<file path="config.mk">
export PLATFORM = sky130hd
export DESIGN_NAME = rx_flow_detect
export DESIGN_NICKNAME = d
export VERILOG_FILES = /design/src/rtl/rxflow_pkg.sv /design/src/rtl/rxflow_patregs.sv /design/src/rtl/rxflow_cmp.sv /design/src/rtl/rx_flow_detect.sv
export SDC_FILE = /design/constraint.sdc
export NUM_CORES = 1
export LEC_CHECK = 0
export BUFFER_PORTS_ARGS = -buffer_cell sky130_fd_sc_hd__buf_2
export CAP_MARGIN = 20
export CORE_ASPECT_RATIO = 0.75
export CORE_UTILIZATION = 40
export DETAILED_ROUTE_END_ITERATION = 8
export MAX_ROUTING_LAYER = met4
export PLACE_DENSITY_LB_ADDON = 0.12
export SYNTH_ARGS = -nofsm -noshare
export SYNTH_HDL_FRONTEND = slang
export SYNTH_SLANG_ARGS = --single-unit
</file>
<file path="constraint.sdc">
create_clock -name clk -period 2.15 [get_ports clk]
set_input_delay 0.43 -clock clk [delete_from_list [all_inputs] [get_ports clk]]
set_output_delay 0.43 -clock clk [all_outputs]
set_load 0.005 [all_outputs]
</file>
<file path="src/rtl/rxflow_pkg.sv">
package rxflow_pkg;
    typedef enum logic [1:0] {
        MODE_PASS    = 2'd0,
        MODE_SINGLE  = 2'd1,
        MODE_DOUBLE  = 2'd2,
        MODE_SPECIAL = 2'd3
    } flow_mode_e;

    localparam int NUM_PAT  = 4;
    localparam int PAT_ON1  = 0;
    localparam int PAT_ON2  = 1;
    localparam int PAT_OFF1 = 2;
    localparam int PAT_OFF2 = 3;
endpackage

</file>
<file path="src/rtl/rxflow_patregs.sv">
module rxflow_patregs #(
    parameter int DATA_W  = 8,
    parameter int NUM_PAT = 4,
    localparam int SEL_W  = $clog2(NUM_PAT)
) (
    input  logic                           clk,
    input  logic                           rst_n,
    input  logic                           we,
    input  logic [SEL_W-1:0]               sel,
    input  logic [DATA_W-1:0]              wdata,
    output logic [NUM_PAT-1:0][DATA_W-1:0] pat
);
    for (genvar g = 0; g < NUM_PAT; g++) begin : g_pat
        logic [DATA_W-1:0] pat_d, pat_q;

        always_comb begin
            pat_d = pat_q;
            if (we && (sel == SEL_W'(g))) pat_d = wdata;
        end

        always_ff @(posedge clk or negedge rst_n) begin
            if (!rst_n) pat_q <= '0;
            else        pat_q <= pat_d;
        end

        assign pat[g] = pat_q;
    end

    // a written slot holds the written value one cycle later
    assert_pat_write_R2: assert property (@(posedge clk) disable iff (!rst_n)
        we |=> pat[$past(sel)] == $past(wdata));
endmodule

</file>
<file path="src/rtl/rxflow_cmp.sv">
module rxflow_cmp #(
    parameter int DATA_W = 8
) (
    input  logic [DATA_W-1:0] char_in,
    input  logic [DATA_W-1:0] pattern,
    input  logic [DATA_W-1:0] mask,
    output logic              hit
);
    assign hit = ((char_in ^ pattern) & mask) == '0;
endmodule

</file>
<file path="src/rtl/rx_flow_detect.sv">
module rx_flow_detect
    import rxflow_pkg::*;
#(
    parameter int DATA_W   = 8,
    localparam int WLEN_MIN = DATA_W - 3
) (
    input  logic              clk,
    input  logic              rst_n,
    input  logic              rx_valid,
    input  logic [DATA_W-1:0] rx_data,
    input  logic [1:0]        cfg_mode,
    input  logic              cfg_any_resume,
    input  logic [1:0]        cfg_wlen,
    input  logic              cfg_irq_en,
    input  logic              flag_clr,
    input  logic              pat_we,
    input  logic [1:0]        pat_sel,
    input  logic [DATA_W-1:0] pat_wdata,
    output logic              tx_pause,
    output logic              fifo_push,
    output logic [DATA_W-1:0] fifo_data,
    output logic              flow_flag,
    output logic              irq
);
    typedef struct packed {
        logic              pause;
        logic              flag;
        logic              pend_v;
        logic              pend_off;
        logic [DATA_W-1:0] pend_data;
        logic              push;
        logic [DATA_W-1:0] push_data;
        logic              spill_v;
        logic [DATA_W-1:0] spill_data;
    } state_t;

    state_t s_d, s_q;

    logic [NUM_PAT-1:0][DATA_W-1:0] pat;
    logic [NUM_PAT-1:0]             hit;
    logic [DATA_W-1:0]              mask;
    flow_mode_e                     mode;
    logic                           flow_on;

    assign mode    = flow_mode_e'(cfg_mode);
    assign flow_on = (mode == MODE_SINGLE) || (mode == MODE_DOUBLE);
    assign mask    = ~({DATA_W{1'b1}} << (WLEN_MIN + int'(cfg_wlen)));

    rxflow_patregs #(.DATA_W(DATA_W), .NUM_PAT(NUM_PAT)) u_pat (
        .clk   (clk),
        .rst_n (rst_n),
        .we    (pat_we),
        .sel   (pat_sel),
        .wdata (pat_wdata),
        .pat   (pat)
    );

    for (genvar g = 0; g < NUM_PAT; g++) begin : g_cmp
        rxflow_cmp #(.DATA_W(DATA_W)) u_cmp (
            .char_in (rx_data),
            .pattern (pat[g]),
            .mask    (mask),
            .hit     (hit[g])
        );
    end

    always_comb begin
        s_d      = s_q;
        s_d.push = 1'b0;

        if (s_q.spill_v) begin
            s_d.push      = 1'b1;
            s_d.push_data = s_q.spill_data;
            s_d.spill_v   = 1'b0;
        end

        if (!flow_on)            s_d.pause  = 1'b0;
        if (mode != MODE_DOUBLE) s_d.pend_v = 1'b0;
        if (flag_clr)            s_d.flag   = 1'b0;

        if (rx_valid) begin
            if (flow_on && cfg_any_resume && s_q.pause) begin
                s_d.pause = 1'b0;
                s_d.flag  = 1'b0;
            end
            unique case (mode)
                MODE_PASS: begin
                    s_d.push      = 1'b1;
                    s_d.push_data = rx_data;
                end
                MODE_SPECIAL: begin
                    s_d.push      = 1'b1;
                    s_d.push_data = rx_data;
                    if (hit[PAT_OFF2]) s_d.flag = 1'b1;
                end
                MODE_SINGLE: begin
                    if (hit[PAT_OFF1]) begin
                        s_d.pause = 1'b1;
                        s_d.flag  = 1'b1;
                    end else if (hit[PAT_ON1]) begin
                        s_d.pause = 1'b0;
                        s_d.flag  = 1'b0;
                    end else begin
                        s_d.push      = 1'b1;
                        s_d.push_data = rx_data;
                    end
                end
                MODE_DOUBLE: begin
                    if (s_q.pend_v && (s_q.pend_off ? hit[PAT_OFF2] : hit[PAT_ON2])) begin
                        s_d.pend_v = 1'b0;
                        s_d.pause  = s_q.pend_off;
                        s_d.flag   = s_q.pend_off;
                    end else begin
                        if (s_q.pend_v) begin
                            s_d.push      = 1'b1;
                            s_d.push_data = s_q.pend_data;
                        end
                        if (hit[PAT_OFF1] || hit[PAT_ON1]) begin
                            s_d.pend_v    = 1'b1;
                            s_d.pend_off  = hit[PAT_OFF1];
                            s_d.pend_data = rx_data;
                        end else begin
                            s_d.pend_v = 1'b0;
                            if (s_q.pend_v) begin
                                s_d.spill_v    = 1'b1;
                                s_d.spill_data = rx_data;
                            end else begin
                                s_d.push      = 1'b1;
                                s_d.push_data = rx_data;
                            end
                        end
                    end
                end
                default: ;
            endcase
        end
    end

    always_ff @(posedge clk or negedge rst_n) begin
        if (!rst_n) s_q <= '0;
        else        s_q <= s_d;
    end

    assign tx_pause  = s_q.pause;
    assign fifo_push = s_q.push;
    assign fifo_data = s_q.push_data;
    assign flow_flag = s_q.flag;
    assign irq       = s_q.flag & cfg_irq_en;

    // strobes are spaced so a deferred push never meets a new character
    assert_spacing_R7: assert property (@(posedge clk) disable iff (!rst_n)
        s_q.spill_v |-> !rx_valid);
    // a push not caused by a strobe is the second half of a split pair
    assert_push_source_R7: assert property (@(posedge clk) disable iff (!rst_n)
        (fifo_push && !$past(rx_valid)) |-> $past(fifo_push));
    // pause only survives while a flow mode was selected
    assert_pause_flow_R3: assert property (@(posedge clk) disable iff (!rst_n)
        tx_pause |-> $past(flow_on));
    // pause ends only on a received character or leaving flow mode
    assert_pause_fall_R5: assert property (@(posedge clk) disable iff (!rst_n)
        $fell(tx_pause) |-> ($past(rx_valid) || !$past(flow_on)));
    // the flag is only raised by a received character
    assert_flag_rise_R4: assert property (@(posedge clk) disable iff (!rst_n)
        $rose(flow_flag) |-> $past(rx_valid));
endmodule

</file>
==> out/qor.txt <==
Die Wd: 108.5 µm
Final WS setup: 73.96 ps
Pre-CTS setup slack: -312.4 ps
Sequential Area: 0.001551 mm²
Syn Nets: 334
Syn Area/Cell: 11.30 µm²
Area of the multi-input gates: 0.001795 mm²
Core footprint: 0.008058 mm²
Synthesized area: 0.003401 mm²
Pwr dens: 852.4 mW/mm²
Detailed Place HPWL: 6.054 mm
First-pass DRT Iterations: 4
Later-pin clock latency in the skew report: 330 ps
Slew Limit Fails: 0
Fmax: 481.7 MHz
Layout cell share with drive strength beyond 1: 0.4683
Die ar.: 0.008879 mm²
Total GRT Usage: 0.2165
Filler Cells Inserted: 700
Fin util: 0.5494
Mapped Cells: 301
Synth cell types: 43
Ys async rst share: 1.000
Non-Filler Instances: 483
Setup-failing EPs final: 0
Yosys top cell by area: dfrtp_1
Chip Height: 81.86 µm
Top cells by count, synth: dfrtp_1 (62), mux2_2 (59), xnor2_1 (28)
Area Growth Syn to Fin: 30.17%
Antenna-violating nets left: 0
First-pass GRT wire length: 13.69 mm
Row count: 28
Post-Synth Adder-Cell Area: 0.01472
Tmin final: 2076 ps
XOR/XNOR share of the synthesized area: 0.08241
ANT cells: 0
Largest net degree at the start of global routing: 46
Number of global-route vias before repair: 2633
Worst Path Arrival: 2270 ps
Yosys warns: 0
Multiplexer area fraction after synthesis: 0.1954
Worst min path class: input pin to asynchronous set/reset pin
Post-synthesis sequential area ratio: 0.4562
Synth Area in Compound Gates: 0.1067
Slowest stage cell, crit path: dfrtp_1
EDFF count, synth: 0
Critical path required time: 2350 ps
Lkg Pwr: 1.996 nW
Top cells by area, synth: dfrtp_1 (46%), mux2_2 (20%), xnor2_1 (7.2%)
Clk sinks: 62
RSZ-0062 raised after global routing: yes
GPL Wtd Cong: 0.8447
DRC: 0
Simple-gate share of the synthesized area: 0.09161
Initial antenna violation count: 0
Vias: 2568
Count leader, synth: dfrtp_1
Number of I/O pins: 41
Kind of cell adding the most delay to the critical path: compound AO/OA/AOI/OAI gates
H-tree levels: 3
Setup TNS: 0 ps
Worst-path fanout max: 2
Top FF cell, synth: dfrtp_1
Initial DRC Count: 147
Placed cell count: 467
Worst-path cell chain: xnor2_2, o211ai_1, or3_4, buf_4, and3_1, a2111oi_4, a31oi_1
Flops & latches, synth: 62
Sw Ratio: 0.2509
Register share of total power: 0.390
Largest family of logic cells by synthesized area: multiplexers
Critical path class: flip-flop to flip-flop
Post-synth top area share: 0.4562
CTS Root Cell: clkbuf_16
Tightest Pin Transition: 505.6 ps
Maximum VDD drop: 577.7 µV
Cts hold-fix bufs: 0
Drt total wl: 8.266 mm
Status: completed
Combinational Power Share: 0.193
Buffer depth of the longest clock path: 2
Psw: 0.0009466 W
Initial core utilization: 0.4220
Worst slew margin: 0.6619
Worst Setup Start Kind: flip-flop
Cts bufs inserted: 9
Final net count: 407
Max-cap viol count: 0
CTS tree: built
Max Clock Skew: 7.098 ps
Internal power: 0.002827 W
Worst Setup End Kind: flip-flop
Total grt overflow: 0
Worst path buffer plus inverter count: 1
Final period util: 0.9656
CP max stage delay: 400 ps
Port buffer count: 40
Final Hold Viols: 0
Wire per inst: 17.11 µm
Clock power share: 0.417
Vias per cell: 5.317
Clk slew on worst S/H paths: 50 ps
==> worst reg2reg max path: stages (launching register included) <==
cell,delay [ps]
dfrtp_1,400
xnor2_2,180
o211ai_1,170
or3_4,400
buf_4,140
and3_1,200
a2111oi_4,330
a31oi_1,120
==> power groups by stage <==
stage | Combinational, W | Clock, W | Sequential [W]
after floorplan | 0.000480 | 0 | 0.00146
after global placement | 0.000672 | 0 | 0.00148
after detailed placement | 0.000685 | 0 | 0.00149
after CTS | 0.000697 | 0.00161 | 0.00147
after global routing | 0.000807 | 0.00165 | 0.00150
final | 0.000728 | 0.00157 | 0.00147
==> layout make-up <==
type / count / area share
multi-input combinational: 206 / 0.4056
sequential: 62 / 0.3505
timing repair buffer: 87 / 0.1343
clock buffer: 12 / 0.05794
tap: 105 / 0.02968
clock inverter: 3 / 0.01526
inverter: 8 / 0.006783
==> registers in the layout, summed over array words and instances, names as in the netlist <==
name               count
fifo_data              8
tx_pause               1
flow_flag              1
s_q                   19
u_pat.g_pat.pat_q     32
fifo_push              1
==> routing by layer <==
layer,wire [µm],vias up,share of wire,track usage
li1,-,1211,-,-
met1,4132,1271,0.50,0.2975
met2,3549,77,0.43,0.3051
met3,483,9,0.058,0.05317
met4,100,0,0.012,0.08514
met5,0,-,0,-
==> repair_timing <==
| item | 4_1_cts | 5_1_grt |
|---|---|---|
| gates cloned | 0 | 0 |
| pin swaps | 3 | 7 |
| setup endpoints to repair | 19 | 19 |
| resized for setup | 6 | 20 |
| buffers inserted | 0 | 3 |
==> kinds of logic after synthesis <==
kind of cell,count (synthesis)
buffers and inverters,33
AOI/OAI and AO/OA,52
xor gates and xnor gates,32
muxes,59
and+or+nand+nor,59
DFF,62
adders and majority gates,4
==> per-stage QoR <==
stage	instance area (µm²)	total power (W)	hold slack, ps
global route	4427	0.003957	76.89
detailed placement	3974	0.002170	417.9
global placement	3974	0.002154	403.1
floorplan	3420	0.001936	134.4
CTS	4323	0.003774	61.29
finish	4427	0.003773	56.03
==> cell usage in the layout (no fill, tap or decap), drive strengths merged, types with 2 or more instances in the layout <==
cell type  Yosys  routed
a211oi         2       2
dfrtp         62      62
a21oi         12      12
o2bb2ai        5       5
xnor2         28      28
o21ai          9       9
o21bai         2       2
nand4          2       2
nand2         16      16
o32ai          2       2
nor4           3       3
nor3           7       7
bufinv         0       2
nor2          15      15
o211ai         4       4
mux2          59      59
nand3          4       4
nand2b         2       2
nor3b          3       3
ha             4       4
a221o          6       6
and2           2       2
buf           18      87
clkbuf         7      12
xor2           4       4
nand3b         2       2
inv            8       8
a31oi          4       4
==> final timing paths <==
kind                       slack (ps)                                  end  cells past startpoint                                 from
max                                70                  flow_flag$_DFF_PN0_                      7  u_pat.g_pat[0].pat_q[2]$_DFFE_PN0P_
min                                60  u_pat.g_pat[1].pat_q[6]$_DFFE_PN0P_                      1                                rst_n
max reg2reg                        70                  flow_flag$_DFF_PN0_                      7  u_pat.g_pat[0].pat_q[2]$_DFFE_PN0P_
min reg2reg                       500               fifo_data[2]$_DFF_PN0_                      1                  s_q[20]$_DFFE_PN0P_
max in group asynchronous        1510               fifo_data[0]$_DFF_PN0_                      2                                rst_n
min in group clk                  380  u_pat.g_pat[3].pat_q[6]$_DFFE_PN0P_                      2                         pat_wdata[6]
Note: power is estimated with default switching activity, not from simulation.
